$ cat src/rtl/alu_pkg.sv
package alu_pkg;

    typedef enum logic [3:0] {
        OP_ADD  = 4'd0,
        OP_ADDU = 4'd1,
        OP_SUB  = 4'd2,
        OP_SUBU = 4'd3,
        OP_AND  = 4'd4,
        OP_OR   = 4'd5,
        OP_XOR  = 4'd6,
        OP_SLL  = 4'd7,
        OP_SRL  = 4'd8,
        OP_SRA  = 4'd9,
        OP_LHI  = 4'd10,
        OP_SETS = 4'd11,
        OP_SETU = 4'd12
    } alu_op_e;

    typedef enum logic [2:0] {
        CND_EQ = 3'd0,
        CND_NE = 3'd1,
        CND_LT = 3'd2,
        CND_GT = 3'd3,
        CND_LE = 3'd4,
        CND_GE = 3'd5
    } alu_cond_e;

    typedef struct packed {
        logic subtract;
        logic signed_ovf;
        logic imm_sext;
        logic cmp_signed;
    } alu_ctl_t;

    function automatic alu_ctl_t decode_ctl(input logic [3:0] op);
        alu_ctl_t c;
        c.subtract   = (op == OP_SUB) || (op == OP_SUBU);
        c.signed_ovf = (op == OP_ADD) || (op == OP_SUB);
        c.imm_sext   = (op == OP_ADD) || (op == OP_SUB) || (op == OP_SETS);
        c.cmp_signed = (op == OP_SETS);
        return c;
    endfunction

endpackage

$ cat src/rtl/alu_opb_sel.sv
module alu_opb_sel #(
    parameter int W     = 32,
    parameter int IMM_W = 16
) (
    input  logic [W-1:0]     b_i,
    input  logic [IMM_W-1:0] imm_i,
    input  logic             use_imm_i,
    input  logic             sext_i,
    output logic [W-1:0]     opb_o
);
    localparam int EXT_W = W - IMM_W;

    logic [EXT_W-1:0] ext_bits;

    always_comb begin
        ext_bits = sext_i ? {EXT_W{imm_i[IMM_W-1]}} : {EXT_W{1'b0}};
        opb_o    = use_imm_i ? {ext_bits, imm_i} : b_i;
    end
endmodule

$ cat src/rtl/alu_addsub.sv
module alu_addsub #(
    parameter int W = 32
) (
    input  logic [W-1:0] a_i,
    input  logic [W-1:0] b_i,
    input  logic         sub_i,
    input  logic         chk_ovf_i,
    output logic [W-1:0] sum_o,
    output logic         ovf_o
);
    logic [W-1:0] b_eff;

    always_comb begin
        b_eff = sub_i ? ~b_i : b_i;
        sum_o = a_i + b_eff + {{(W-1){1'b0}}, sub_i};
        ovf_o = chk_ovf_i && (a_i[W-1] == b_eff[W-1]) && (sum_o[W-1] != a_i[W-1]);
    end
endmodule

$ cat src/rtl/alu_cmp.sv
module alu_cmp #(
    parameter int W = 32
) (
    input  logic [W-1:0] a_i,
    input  logic [W-1:0] b_i,
    input  logic         signed_i,
    input  logic [2:0]   cond_i,
    output logic         hit_o
);
    import alu_pkg::*;

    logic eq;
    logic lt;

    always_comb begin
        eq = (a_i == b_i);
        lt = signed_i ? ($signed(a_i) < $signed(b_i)) : (a_i < b_i);
        case (cond_i)
            CND_EQ:  hit_o = eq;
            CND_NE:  hit_o = !eq;
            CND_LT:  hit_o = lt;
            CND_GT:  hit_o = !lt && !eq;
            CND_LE:  hit_o = lt || eq;
            CND_GE:  hit_o = !lt;
            default: hit_o = 1'b0;
        endcase
    end
endmodule

$ cat src/rtl/alu_shift.sv
module alu_shift #(
    parameter int W = 32
) (
    input  logic [W-1:0]         a_i,
    input  logic [$clog2(W)-1:0] amt_i,
    input  logic                 left_i,
    input  logic                 arith_i,
    output logic [W-1:0]         res_o
);
    localparam int SH_W = $clog2(W);

    logic [W-1:0] a_rev;
    logic [W-1:0] stage [0:SH_W];
    logic [W-1:0] out_rev;
    logic         fill;

    assign fill = arith_i && !left_i && a_i[W-1];

    for (genvar k = 0; k < W; k++) begin : g_rev
        assign a_rev[k]   = a_i[W-1-k];
        assign out_rev[k] = stage[SH_W][W-1-k];
    end

    assign stage[0] = left_i ? a_rev : a_i;

    for (genvar s = 0; s < SH_W; s++) begin : g_stage
        assign stage[s+1] = amt_i[s] ? {{(1 << s){fill}}, stage[s][W-1:(1 << s)]}
                                     : stage[s];
    end

    assign res_o = left_i ? out_rev : stage[SH_W];
endmodule

$ cat src/rtl/alu_int_exec.sv
module alu_int_exec #(
    parameter int W     = 32,
    parameter int IMM_W = 16
) (
    input  logic [W-1:0]     a_i,
    input  logic [W-1:0]     b_i,
    input  logic [IMM_W-1:0] imm_i,
    input  logic             use_imm_i,
    input  logic [3:0]       op_i,
    input  logic [2:0]       cond_i,
    output logic [W-1:0]     result_o,
    output logic             ovf_o
);
    import alu_pkg::*;

    localparam int SH_W = $clog2(W);

    alu_ctl_t     ctl;
    logic [W-1:0] opb;
    logic [W-1:0] sum;
    logic         add_ovf;
    logic         set_hit;
    logic [W-1:0] shifted;

    assign ctl = decode_ctl(op_i);

    alu_opb_sel #(.W(W), .IMM_W(IMM_W)) u_opb (
        .b_i       (b_i),
        .imm_i     (imm_i),
        .use_imm_i (use_imm_i),
        .sext_i    (ctl.imm_sext),
        .opb_o     (opb)
    );

    alu_addsub #(.W(W)) u_addsub (
        .a_i       (a_i),
        .b_i       (opb),
        .sub_i     (ctl.subtract),
        .chk_ovf_i (ctl.signed_ovf),
        .sum_o     (sum),
        .ovf_o     (add_ovf)
    );

    alu_cmp #(.W(W)) u_cmp (
        .a_i      (a_i),
        .b_i      (opb),
        .signed_i (ctl.cmp_signed),
        .cond_i   (cond_i),
        .hit_o    (set_hit)
    );

    alu_shift #(.W(W)) u_shift (
        .a_i     (a_i),
        .amt_i   (opb[SH_W-1:0]),
        .left_i  (op_i == OP_SLL),
        .arith_i (op_i == OP_SRA),
        .res_o   (shifted)
    );

    always_comb begin
        ovf_o = add_ovf;
        case (op_i)
            OP_ADD, OP_ADDU, OP_SUB, OP_SUBU: result_o = sum;
            OP_AND:                           result_o = a_i & opb;
            OP_OR:                            result_o = a_i | opb;
            OP_XOR:                           result_o = a_i ^ opb;
            OP_SLL, OP_SRL, OP_SRA:           result_o = shifted;
            OP_LHI:                           result_o = {imm_i, {(W-IMM_W){1'b0}}};
            OP_SETS, OP_SETU:                 result_o = {{(W-1){1'b0}}, set_hit};
            default:                          result_o = '0;
        endcase
    end
endmodule

$ cat config.mk
export PLATFORM = sky130hd
export DESIGN_NAME = alu_int_exec
export DESIGN_NICKNAME = d
export VERILOG_FILES = /design/src/rtl/alu_pkg.sv /design/src/rtl/alu_opb_sel.sv /design/src/rtl/alu_addsub.sv /design/src/rtl/alu_cmp.sv /design/src/rtl/alu_shift.sv /design/src/rtl/alu_int_exec.sv
export SDC_FILE = /design/constraint.sdc
export NUM_CORES = 1
export LEC_CHECK = 0
export ABC_AREA = 1
export BUFFER_PORTS_ARGS = -buffer_cell sky130_fd_sc_hd__buf_2
export CORE_MARGIN = 2
export CORE_UTILIZATION = 50
export DETAILED_ROUTE_END_ITERATION = 8
export PLACE_DENSITY = 0.71
export SETUP_SLACK_MARGIN = 0.1
export SLEW_MARGIN = 20
export SYNTH_ARGS = -nofsm -noshare
export SYNTH_HDL_FRONTEND = slang
export SYNTH_SLANG_ARGS = --single-unit
$ cat constraint.sdc
create_clock -name vclk -period 10
set_input_delay 3 -clock vclk [all_inputs]
set_output_delay 3 -clock vclk [all_outputs]
set_load 0.01 [all_outputs]
# Yosys cells after proc, flatten, opt, wreduce, memory -nomap -nowiden
# Cells that the tools add are included.
[totals]
out_inout_bits = 33
input_bits = 88
latch_bits = 0
mem_bits_ro = 0
regBits = 0
ramBits = 0
n_memories = 0
word_cells = 58
[classes]
magnitude_cmp = 2
shifts = 0
eq_ne = 20
mux = 13
div_mod_pow = 0
add_sub_neg = 2
n_mul = 0
n_bitwise = 4
n_reduce_logical = 17
[ops]
columns = ["cell", "n"]
rows = [
  ["two-way mux 32 bit", 9],
  ["case mux 32 bit (7 select lines)", 1],
  ["less-than comparator 32 bit", 2],
  ["adder 32 x 1 -> 32 bit", 1],
  ["adder 32 bit", 1],
  ["AND 32 bit", 1],
  ["== test 32 bit", 1],
  ["NOT 32 bit", 1],
  ["OR 32 bit", 1],
  ["XOR 32 bit", 1],
  ["== test 4 bit (second input constant)", 5],
  ["== test 4 x 3 -> 1 bit (second input constant)", 4],
  ["two-way mux 16 bit", 1],
  ["== test 4 x 2 -> 1 bit (second input constant)", 2],
  ["== test 3 x 2 -> 1 bit (second input constant)", 2],
  ["== test 3 bit (second input constant)", 2],
  ["case mux 1 bit (6 select lines)", 1],
  ["logical AND 1 bit", 5],
  ["== test 4 x 1 -> 1 bit (second input constant)", 1],
  ["zero test 4 bit", 1],
  ["logical OR 1 bit", 4],
  ["OR reduction 4 bit", 1],
  ["== test 3 x 1 -> 1 bit (second input constant)", 1],
  ["zero test 1 bit", 3],
  ["other kinds (6)", 6],
]

# Logic depth before layout (Yosys ltp)
[depth]
word_depth = 12
depth_mapped = 25
ltp_nobuf = 24

# By module
# From an unflattened synthesis, not the netlist that was laid out.
[unflattened]
cells_unflattened = 1734
hier_area_um2 = 9038.7
[modules_own_cells]
columns = ["mod", "area_each_um2", "n_inst", "cells_each", "seq_area_each_um2"]
rows = [
  ["alu_int_exec", 2731.4, 1, 512, 0.0],
  ["alu_shift", 2631.3, 1, 557, 0.0],
  ["alu_addsub", 2323.5, 1, 411, 0.0],
  ["alu_cmp", 980.9, 1, 166, 0.0],
  ["alu_opb_sel", 371.6, 1, 88, 0.0],
]

# Worst setup path before layout
# Ideal clock, no wire load.
[synth_path]
path_kind = "in2out"
startpoint = "in use_imm_i"
endpoint = "out result_o[30]"
required_time_ns = 7.000
cell_stages = 18
t_arrival_ns = 5.544
slack_ns = 1.456
path_buffers = 2
path_cell_list = "buf_4 > o21ai_1 > clkbuf_1 > xor2_1 > ha_1 > nand2_1 > o21ai_0 > nand2_1 > nand2_1 > nand2_1 > nand2_1 > nand3_1 > nand2_1 > nand2_1 > nand2_1 > nand2_1 > nand3_1 > nand4_1"
[synth_between]
elab_chain_cells = 8
elab_cells_between_ends = 15
cone_classes = "2 x add/sub; 9 x mux; 4 x bitwise"
[synth_rtl]
columns = ["element", "line", "text"]
rows = [
  ["from (decl)", "alu_int_exec.sv:8", "input logic use_imm_i,"],
  ["two-way mux 32 bit (*)", "alu_opb_sel.sv:17", "opb_o = use_imm_i ? {ext_bits, imm_i} : b_i;"],
  ["parallel branches: the longest is 6 deep, another holds adder 32 bit", "n/a", ""],
  ["case mux 32 bit (7 select lines) (*)", "alu_int_exec.sv:62", "case (op_i)"],
  ["to (decl)", "alu_int_exec.sv:11", "output logic [W-1:0] result_o,"],
]
# Every way passes the cells marked *.

# Worst setup path in the final report
[layout_path]
startpoint = "in op_i[3]"
endpoint = "out result_o[26]"
[layout_between]
elab_chain_cells = 11
elab_cells_between_ends = 39
cone_classes = "2 x add/sub; 12 x eq/ne; 11 x mux; 4 x bitwise; 10 x reduce/logical"
[layout_rtl]
columns = ["element", "line", "text"]
rows = [
  ["from (decl)", "alu_int_exec.sv:9", "input logic [3:0] op_i,"],
  ["parallel branches: the longest is 10 deep, another holds adder 32 bit", "n/a", ""],
  ["case mux 32 bit (7 select lines) (*)", "alu_int_exec.sv:62", ""],
]
# Marked as above.

==> summary.txt <==
largest net degree at the start of global routing: 55
Final Setup Violations: 0
final hold violation count: 0
crit path capture type: output port
post-synth cell types: 45
Pwr Density: 72.80 mW/mm^2
fmax: 102.2 MHz
crit path DAT: 6.79 ns
Sw Ratio: 68.83%
vias in the first global route: 9419
synthesized net count: 1707
DR DRC count: 0
count of input and output buffers: 121
Avg Cell Area, Syn: 5.441 um^2
die height: 130.9 um
Die X: 130.9 um
fill count: 1761
most common cell after layout, fill and taps aside: nand2_1
top sig layer: met4
Clk pwr share: 0%
CLK BUF: 0
first-pass GRT wire length: 55100 um
type of origin of the critical path: input pin
Slew headroom: 22.37%
Setup Crit Path Kind: in2out
Routed Antenna Nets: 0
number of nets in the layout: 1790
share of cells above drive strength 1: 11.41%
gr ovfl total: 0
met2 wire len: 16780 um
Tot GR Track Use: 43.13%
commonest non-fill, non-tap cells in the layout: 399 x nand2_1, 283 x nand3_1, 158 x inv_1
sequential power share: 0%
Worst EP required: 7.00 ns
P_int: 0.0002005 W
Leak: 4.834 nW
area grow syn2layout: 9.779%
gpl congestion: 1.136
Starting Density: 50.85%
max cap viols: 0
status: complete, no violations
routed len/inst: 21.91 um
Synth Cell Area: 0.008048 mm^2
die area: 0.01713 mm^2
core box area: 0.01583 mm^2
crit path max fanout: 16
final wirelength: 38910 um
Hold WC Path Type: in2out
vias: 11.04k
Vias per Instance: 6.216
RSZ-0062 raised after global routing: no
M1 WL: 15390 um
row count: 46
TNS Setup: 0 ns
IO Count: 121
WL met3: 4015 um
Ys Warns: 0
placed cell area: 0.008822 mm^2
min Tclk post-route: 9.787 ns
Post-CTS Setup Bufs: 0
CP Capture Point: result_o[26]
CP Launch Point: op_i[3]
drt initial violations: 1469
Gate power share: 100.0%
Final Max Slew Viols: 0
Synth Instances: 1479
Reg area: 0 um^2
Peak VDD IR: 36.76 uV
post-route cell area: 0.008835 mm^2
NetSw: 0.0004427 W
Seq/Total Area, Yosys: 0%
fin crit share: 97.87%
FF+latch count: 0
Post-DP HPWL: 32330 um
Pre-Repair DR Iteration Count: 6
antenna cell count: 0
initial antenna violation count: 0
worst slew pin tran: 1.152 ns
power groups by stage:
stage               clock [W]  sequential [W]  combinational [W]
global route                0               0           0.000695
detailed placement          0               0           0.000617
floorplan                   0               0           0.000405
global placement            0               0           0.000615
finish                      0               0           0.000643
CTS                         0               0           0.000619
metrics by stage:
step / std cells / util [%] / hold slack (ns) / power, W / worst slack, ns
floorplan: 1479 / - / 6.150 / 0.0004054 / 1.456
global placement: 1776 / 55.74 / 6.422 / 0.0006150 / 0.2321
detailed placement: 1776 / 55.74 / 6.432 / 0.0006168 / 0.1657
CTS: 1776 / 55.74 / 6.433 / 0.0006192 / 0.1471
global route: 1776 / 55.82 / 6.469 / 0.0006951 / 0.1976
finish: 1776 / 55.82 / 6.468 / 0.0006432 / 0.2129
cell families (layout without fill, tap and decap cells):
kind of cell / after synthesis / after routing / synth area share [%]
AND/OR/NAND/NOR: 844 / 844 / 46.10
XOR/XNOR: 33 / 33 / 3.591
AO/OA/AOI/OAI: 232 / 232 / 17.16
adder cells (fa/ha/maj): 140 / 140 / 21.86
buffers and inverters: 230 / 311 / 11.29
worst max-delay path: stages:
cell and delay (ns):
buf_2 0.13, inv_1 0.08, nor2_2 0.15, nand2_1 0.19
a21oi_4 0.42, o21ai_1 0.29, xor2_1 0.23, ha_1 0.37
a21oi_1 0.26, o21ai_0 0.28, o21ai_0 0.59, nand3_1 0.16
nand2_1 0.09, nand3_1 0.19, nand4_1 0.19, buf_2 0.15
timing repair:
item / in CTS / in global routing
hold endpoints to repair: 0 / 0
setup endpoints to repair: 0 / 4
hold buffers: 0 / 0
gates resized for setup: 0 / 1
metal layers:
| layer | vias to the layer above | track usage [%] |
|---|---|---|
| met2 | 715 | 68.93 |
| met1 | 5016 | 55.80 |
| li1 | 5160 | - |
| met4 | 0 | 21.71 |
| met5 | - | 0 |
| met3 | 149 | 7.614 |
cell type report:
| cell class | count | area, um^2 | area share, % |
|---|---|---|---|
| well taps | 216 | 270.3 | 3.059 |
| inverters | 168 | 630.6 | 7.138 |
| repair buffers | 143 | 770.7 | 8.724 |
| multi-input cells | 1249 | 7163 | 81.08 |
how the worst min path moves through the flow:
stage / startpoint / end / slack, ns / cells past startpoint
6_report: imm_i[15] / result_o[31] / 6.47 / 4
5_1_grt: imm_i[15] / result_o[31] / 6.47 / 4
4_1_cts: imm_i[15] / result_o[31] / 6.43 / 4
3_5_place_dp: imm_i[15] / result_o[31] / 6.43 / 4
3_3_place_gp: imm_i[15] / result_o[31] / 6.42 / 4
2_1_floorplan: a_i[31] / ovf_o / 6.15 / 2
cell usage after synthesis (2+ instances only):
library cell  number  area [um^2]
o21ai_1           26        130.1
o22ai_1           10        62.56
a21o_1             7        52.55
o21a_1             3        22.52
nor2_4             2        22.52
nor4_1             4        25.02
nand2_2            2        12.51
o211ai_1           8        60.06
clkinv_1           3        11.26
buf_6              3        33.78
or2_1              2        12.51
and3_1             2        12.51
buf_1              6        22.52
inv_1            158        593.1
a211oi_1           5        37.54
or2_2             11        68.82
nor3_1             4        20.02
a21oi_1           56        280.3
buf_2             15        75.07
nand4_1           32        200.2
ha_1             139         1739
o21ai_2            4        35.03
xor2_1            32        280.3
nand3_1          283         1416
inv_2              7        26.28
a31oi_1            5        31.28
o21ai_0           70        350.3
clkbuf_1          37        138.9
nand3b_1           4        30.03
nand2_1          400         1501
nor2_1            92        345.3
o21bai_1           9        67.56
nor2_2             2        12.51
and2_1             2        12.51
a221oi_1          24        210.2
Power figures use the tool's default switching activity.
